==> src/rtl/bootirq_pkg.sv <==
package bootirq_pkg;
  localparam int unsigned RESET_VECTOR = 0;
  localparam int unsigned VEC_BASE     = 1;
endpackage

==> src/rtl/rst_seq.sv <==
module rst_seq #(
  parameter int unsigned SHORT_TAP = 10,
  parameter int unsigned LONG_TAP  = 13
) (
  input  logic clk,
  input  logic por_req,
  input  logic ext_rst_req,
  input  logic wdt_expire,
  input  logic fuse_long,
  output logic rst_out
);
  localparam int unsigned CNT_W = LONG_TAP + 1;

  logic             any_src;
  logic             hold_q;
  logic [CNT_W-1:0] cnt_q;
  logic [CNT_W-1:0] cnt_nxt;
  logic             tap_hit;

  assign any_src = por_req | ext_rst_req | wdt_expire;
  assign cnt_nxt = cnt_q + CNT_W'(1);
  assign tap_hit = fuse_long ? cnt_nxt[LONG_TAP] : cnt_nxt[SHORT_TAP];

  // The power-on cause clears asynchronously; the other causes act at the clock edge.
  always_ff @(posedge clk or posedge por_req) begin
    if (por_req) begin
      hold_q <= 1'b1;
      cnt_q  <= '0;
    end else if (ext_rst_req | wdt_expire) begin
      hold_q <= 1'b1;
      cnt_q  <= '0;
    end else if (hold_q) begin
      cnt_q <= cnt_nxt;
      if (tap_hit) hold_q <= 1'b0;
    end
  end

  assign rst_out = any_src | hold_q;
endmodule

==> src/rtl/irq_arb.sv <==
module irq_arb
  import bootirq_pkg::*;
#(
  parameter int unsigned N_IRQ = 2,
  parameter int unsigned VEC_W = 10
) (
  input  logic             clk,
  input  logic             rst,
  input  logic [N_IRQ-1:0] irq_flag,
  input  logic [N_IRQ-1:0] irq_en,
  input  logic             gie,
  input  logic             insn_boundary,
  output logic             take_q,
  output logic [VEC_W-1:0] vec_q,
  output logic [N_IRQ-1:0] clr_q
);
  localparam int unsigned IDX_W = (N_IRQ > 1) ? $clog2(N_IRQ) : 1;

  logic [N_IRQ-1:0] req;
  logic [IDX_W-1:0] win_idx;
  logic             any_req;
  logic             accept;

  assign req     = irq_flag & irq_en;
  assign any_req = |req;

  // Scanning from the top index down leaves the lowest active index as the winner.
  always_comb begin
    win_idx = '0;
    for (int i = N_IRQ - 1; i >= 0; i--) begin
      if (req[i]) win_idx = IDX_W'(i);
    end
  end

  // No accept in the cycle right after a take, so the core has time to drop gie.
  assign accept = insn_boundary & gie & any_req & ~take_q;

  always_ff @(posedge clk) begin
    if (rst) begin
      take_q <= 1'b0;
      vec_q  <= VEC_W'(RESET_VECTOR);
      clr_q  <= '0;
    end else begin
      take_q <= accept;
      clr_q  <= accept ? (N_IRQ'(1) << win_idx) : '0;
      if (accept) vec_q <= VEC_W'(win_idx) + VEC_W'(VEC_BASE);
    end
  end
endmodule

==> src/rtl/bootirq_ctrl.sv <==
module bootirq_ctrl
  import bootirq_pkg::*;
#(
  parameter int unsigned N_IRQ     = 2,
  parameter int unsigned VEC_W     = 10,
  parameter int unsigned SHORT_TAP = 10,
  parameter int unsigned LONG_TAP  = 13
) (
  input  logic             clk,
  input  logic             por_req,
  input  logic             ext_rst_req,
  input  logic             wdt_expire,
  input  logic             fuse_long,
  input  logic [N_IRQ-1:0] irq_flag,
  input  logic [N_IRQ-1:0] irq_en,
  input  logic             gie,
  input  logic             insn_boundary,
  output logic             sys_rst,
  output logic             pins_hiz,
  output logic [VEC_W-1:0] vec_addr,
  output logic             irq_take,
  output logic [N_IRQ-1:0] flag_clr
);
  logic             rst_int;
  logic             take_q;
  logic [VEC_W-1:0] vec_q;
  logic [N_IRQ-1:0] clr_q;

  rst_seq #(.SHORT_TAP(SHORT_TAP), .LONG_TAP(LONG_TAP)) u_rst (
    .clk(clk), .por_req(por_req), .ext_rst_req(ext_rst_req),
    .wdt_expire(wdt_expire), .fuse_long(fuse_long), .rst_out(rst_int)
  );

  irq_arb #(.N_IRQ(N_IRQ), .VEC_W(VEC_W)) u_arb (
    .clk(clk), .rst(rst_int), .irq_flag(irq_flag), .irq_en(irq_en),
    .gie(gie), .insn_boundary(insn_boundary),
    .take_q(take_q), .vec_q(vec_q), .clr_q(clr_q)
  );

  assign sys_rst  = rst_int;
  assign pins_hiz = rst_int;
  assign vec_addr = rst_int ? VEC_W'(RESET_VECTOR) : vec_q;
  assign irq_take = take_q & ~rst_int;
  assign flag_clr = rst_int ? '0 : clr_q;
endmodule

==> config.mk <==
export PLATFORM = sky130hd
export DESIGN_NAME = bootirq_ctrl
export DESIGN_NICKNAME = d
export VERILOG_FILES = /design/src/rtl/bootirq_pkg.sv /design/src/rtl/rst_seq.sv /design/src/rtl/irq_arb.sv /design/src/rtl/bootirq_ctrl.sv
export SDC_FILE = /design/constraint.sdc
export NUM_CORES = 1
export LEC_CHECK = 0
export ABC_AREA = 1
export BUFFER_PORTS_ARGS = -buffer_cell sky130_fd_sc_hd__buf_4
export CORE_ASPECT_RATIO = 1.2
export CORE_UTILIZATION = 50
export CTS_BUF_LIST = sky130_fd_sc_hd__clkbuf_16
export DETAILED_ROUTE_END_ITERATION = 10
export PLACE_DENSITY = 0.75
export SETUP_SLACK_MARGIN = 0.1
export SYNTH_ARGS = -nofsm -noshare
export SYNTH_HDL_FRONTEND = slang
export SYNTH_SLANG_ARGS = --single-unit
export TNS_END_PERCENT = 50
==> constraint.sdc <==
create_clock -name clk -period 4.04 [get_ports clk]
set_clock_uncertainty 0.05 [all_clocks]
set_input_delay 0.606 -clock clk [delete_from_list [all_inputs] [get_ports clk]]
set_output_delay 0.606 -clock clk [all_outputs]
set_load 0.02 [all_outputs]
== Word-level counts from Yosys, hierarchy flattened ==
Cells that the tools add are included.

* Input bits: 11
* Logic and storage cells: 33
* Output and inout bits: 15
* Flip-flop bits (word level): 28

* Reductions and logical operators: 3
* Add/subtract/negate cells: 2
* Multiplexer cells: 10
* Bitwise logic cells: 12
* Shifts and indexed selects: 1

{| class="wikitable"
|+ Operator list
! operator !! number
|-
| 2-to-1 mux 14 bit || 2
|-
| adder 14 x 1 -> 14 bit (second input constant) || 1
|-
| 2-to-1 mux 10 bit || 1
|-
| 2-to-1 mux 1 bit || 6
|-
| bitwise AND 1 bit || 4
|-
| OR 1 bit || 4
|-
| OR reduction 2 bit || 2
|-
| inverter 1 bit || 3
|-
| adder 1 x 1 -> 2 bit (second input constant) || 1
|-
| bitwise AND 2 bit || 1
|-
| 2-to-1 mux 2 bit || 1
|-
| nonzero test 2 bit || 1
|-
| << shifter 1 x 1 -> 2 bit (first input constant) || 1
|}

== Depth between registers and ports, before layout ==
* Word-level depth: 6
* Depth in mapped cells: 8

== Modules after synthesis ==
A second synthesis with hierarchy kept.

* Cell total of the unflattened synthesis: 166
* Area, all modules: 1197.4 um2

{| class="wikitable"
|+ Modules (own cells, without submodules)
! module !! sequential area each (um2) !! cells an instance !! area each (um2) !! instances
|-
| rst_seq || 376.6 || 105 || 822.0 || 1
|-
| irq_arb || 100.1 || 33 || 259.0 || 1
|-
| bootirq_ctrl || 0.0 || 28 || 116.4 || 1
|}

== Least setup slack after synthesis ==
OpenSTA, ideal clock, no wires.

* Path kind: in2out
* From: input wdt_expire
* To: output vec_addr[0]
* Required time: 3384 ps
* Data arrival time: 1359 ps
* Stages: 5
* Slack: 2025 ps
* Cells stage by stage: nor2_2 > nand2_2 > nor2_1 > inv_2 > nor2_1

* Word-level cells in the longest chain between the ends: 3

{| class="wikitable"
|+ RTL lines
! element !! line !! source
|-
| start: declaration || bootirq_ctrl.sv:12 || <nowiki>input logic wdt_expire,</nowiki>
|-
| OR 1 bit || rst_seq.sv:20 || <nowiki>assign any_src = por_req | ext_rst_req | wdt_expire;</nowiki>
|-
| OR 1 bit || rst_seq.sv:38 || <nowiki>assign rst_out = any_src | hold_q;</nowiki>
|-
| named net pins_hiz || bootirq_ctrl.sv:19 || <nowiki>output logic pins_hiz,</nowiki>
|-
| 2-to-1 mux 10 bit || bootirq_ctrl.sv:42 || <nowiki>assign vec_addr = rst_int ? VEC_W'(RESET_VECTOR) : vec_q;</nowiki>
|-
| end: declaration || bootirq_ctrl.sv:20 || <nowiki>output logic [VEC_W-1:0] vec_addr,</nowiki>
|}

The timed path passes the listed nets, and every way through them passes these cells.

== Worst setup path in the final report ==
* From: input wdt_expire
* To: output vec_addr[0]

* Word-level cells in the longest chain between the ends: 3

{| class="wikitable"
|+ RTL lines
! element !! line
|-
| OR 1 bit || rst_seq.sv:20
|-
| OR 1 bit || rst_seq.sv:38
|-
| 2-to-1 mux 10 bit || bootirq_ctrl.sv:42
|}

No other way between the ends.

==> run summary <==
CP Capture Type: output port
Post-synth ARST share: 0.7500
CP Data Required Time: 3.38 ns
PwrDens: 354.6 nW/µm²
Share of cells above drive strength 1: 0.1852
CTS tree: built
Cell internal pwr: 353.4 µW
Worst-Skew Late Latency: 0.25 ns
CP max FO: 12
Synth Register Bits: 20
DR iter-0 viols: 14
Most frequent cell after synthesis: nor2_1
Area leader, netlist: dfrtp_1
Logic pwr share: 0.083
GR Overflow Total: 0
Slowest stage delay, CP: 0.37 ns
First-pass GRT wire length: 3325 µm
Port Buffer Count: 17
Final hold slack: 0.3659 ns
CTS Root Buffer Type: clkbuf_16
Initial Utilization: 0.5317
DP Wirelength: 1562 µm
Max_cap viols: 0
I/O pins: 26
Largest net degree at the start of global routing: 16
Area grow syn2layout: 17.11%
F_max: 389.5 MHz
Die height: 53.14 µm
Final setup viols: 0
Filler instances: 173
Row count: 18
H-tree levels: 1
Pre-Repair DR Iteration Count: 4
Clk pwr share: 0.443
Area of the multi-input gates: 488.0 µm²
GRT Util Overall: 0.1909
Sequential share of the synthesized area: 0.4374
Commonest cells post-synth: nor2_1, nand2_1, inv_1, nand3_1, dfrtp_1
Switch share: 0.2192
Critical path's top delay family: simple AND/OR/NAND/NOR gates
CTS buffer count: 3
Post-synth top area share: 0.3215
Clk pin slew, worst setup/hold paths: 0.05 ns
Number of synthesized flops with an enable pin: 0
Slew HR: 0.6299
Clk buf depth: 2
Remaining antenna violation count: 0
Post-layout min period: 2.567 ns
Post-CTS Hold Fix Bufs: 0
Setup tns final: 0 ns
RSZ-0062 raised after global routing: no
Die ar.: 2371 µm²
Drt wl/cell: 10.70 µm
CP max-delay cell: nor2_2
Total Wirelength: 2055 µm
Vias per std cell: 4.984
Sw power: 99.18 µW
Slew @ Worst Pin: 0.5546 ns
Outcome: completed
Core Region: 2049 µm²
Synth area leaders: dfrtp_1, dfxtp_1, nor2_1, nand2_1, nand3_1
Fin util: 0.6227
Via count: 957
Max-slew violations: 0
CP Cell Sequence: buf_4 -> nor2_2 -> nand2_2 -> nor2_1 -> inv_2 -> nor2_1 -> buf_4
Sinks on the clock net: 20
Endpoints failing hold: 0
GP Congestion: 0.7950
# resized after CTS: 0
WP data arrival: 1.91 ns
Max VDD drop: 296.4 µV
Die Wd: 44.62 µm
Syn avg cell area: 7.516 µm²
Post CTS Setup Buffer Count: 0
Commonest register cell after synthesis: dfrtp_1
Crit Path Category: in2out
Layout Nets: 175
Pleak: 0.5558 nW
Final clock period utilization by the worst path: 0.6355
Vias in the first global route: 894
Hold crit path type: in2async
Ant diodes: 0
Cell Area, Synth: 1090 µm²
Critical Path Source Type: input pin
Ys Warns: 0
Storage cell area: 476.7 µm²
DRC Markers: 0
Post-Synthesis Cells: 145
CP Buf/Inv Count: 3
Library cells used by synthesis: 26
Initial antenna violation count: 0
Flop pwr share: 0.473
-- registers in the layout, indices dropped and copies added (netlist names) --
| signal | count |
|---|---|
| u_arb.clr_q | 2 |
| u_arb.take_q | 1 |
| u_rst.cnt_q | 14 |
| u_rst.hold_q | 1 |
| u_arb.vec_q | 2 |
-- path summary, 6_finish.rpt --
check | start | endpoint | slack [ns] | cells after the start
setup / recovery | wdt_expire | vec_addr[0] | 1.47 | 7
hold / removal | por_req | u_rst.cnt_q[13]$_DFFE_PP0P_ | 0.37 | 2
setup reg to reg | u_rst.hold_q$_DFF_PP1_ | u_arb.vec_q[0]$_SDFFE_PP0P_ | 2.59 | 6
hold reg to reg | u_rst.cnt_q[4]$_DFFE_PP0P_ | u_rst.cnt_q[4]$_DFFE_PP0P_ | 0.46 | 1
max in group asynchronous | por_req | u_rst.hold_q$_DFF_PP1_ | 3.20 | 2
min in group clk | u_rst.cnt_q[4]$_DFFE_PP0P_ | u_rst.cnt_q[4]$_DFFE_PP0P_ | 0.46 | 1
-- power groups by stage --
stage	sequential (mW)	combinational, mW	clock, mW
after floorplan	0.216	0.0321	0
after global placement	0.218	0.0374	0
after detailed placement	0.218	0.0380	0
after CTS	0.214	0.0381	0.204
after global routing	0.215	0.0448	0.214
final	0.214	0.0376	0.201
-- worst register-to-register path, cell delays in order (launching register included) --
cell,delay [ns]
dfstp_2,0.57
inv_2,0.07
nand2_2,0.18
nor2_1,0.08
inv_2,0.14
nor2_1,0.08
o21a_1,0.18
-- final cells by class --
type	instances	share of cell area
clock buffer	3	0.05882
clock inverter	1	0.002941
inverter	18	0.05294
multi-input combinational	103	0.3824
sequential	20	0.3735
tap	30	0.02941
timing repair buffer	17	0.1000
-- kinds of logic (layout without fill, tap and decap cells) --
logic type	after synthesis	in the layout	share of synthesized area
AOI/OAI and AO/OA	20	20	0.09644
and+or+nand+nor	73	73	0.3042
other	1	8	0.003441
DFF	20	20	0.4374
buffers and inverters	29	39	0.1389
adders and majority gates	1	1	0.01148
xor gates and xnor gates	1	1	0.008038
-- metal layers --
layer | vias up | track usage | share of wire
li1 | 474 | - | -
met2 | 30 | 0.3456 | 0.52
met4 | 0 | 0.09596 | 0.014
met5 | - | 0 | 0
met1 | 447 | 0.2106 | 0.42
met3 | 6 | 0.03072 | 0.043
-- cells in the final DEF (no fill, tap or decap), drive strengths merged --
cell type  synthesis  layout
clkbuf             0       3
nand2             24      24
dfrtp             14      14
nand4              1       1
ha                 1       1
inv               18      18
o21a               1       1
nor2              30      30
nand3             15      15
a21oi              7       7
clkinv             0       1
xor2               1       1
nand3b             1       1
dfxtp              5       5
nor3               1       1
buf               11      17
conb               1       8
o21ai             11      11
nor3b              1       1
a211oi             1       1
dfstp              1       1
-- stage by stage --
| step | power, mW | cells | setup WS, ns | cell area [µm²] |
|---|---|---|---|---|
| 6_report | 0.4526 | 192 | 1.473 | 1276 |
| 5_1_grt | 0.4737 | 192 | 1.337 | 1276 |
| 4_1_cts | 0.4565 | 192 | 1.475 | 1276 |
| 3_5_place_dp | 0.2558 | 188 | 1.467 | 1197 |
| 3_3_place_gp | 0.2553 | 188 | 1.516 | 1197 |
| 2_1_floorplan | 0.2483 | 152 | 2.025 | 1116 |
Power figures use the tool's default switching activity.
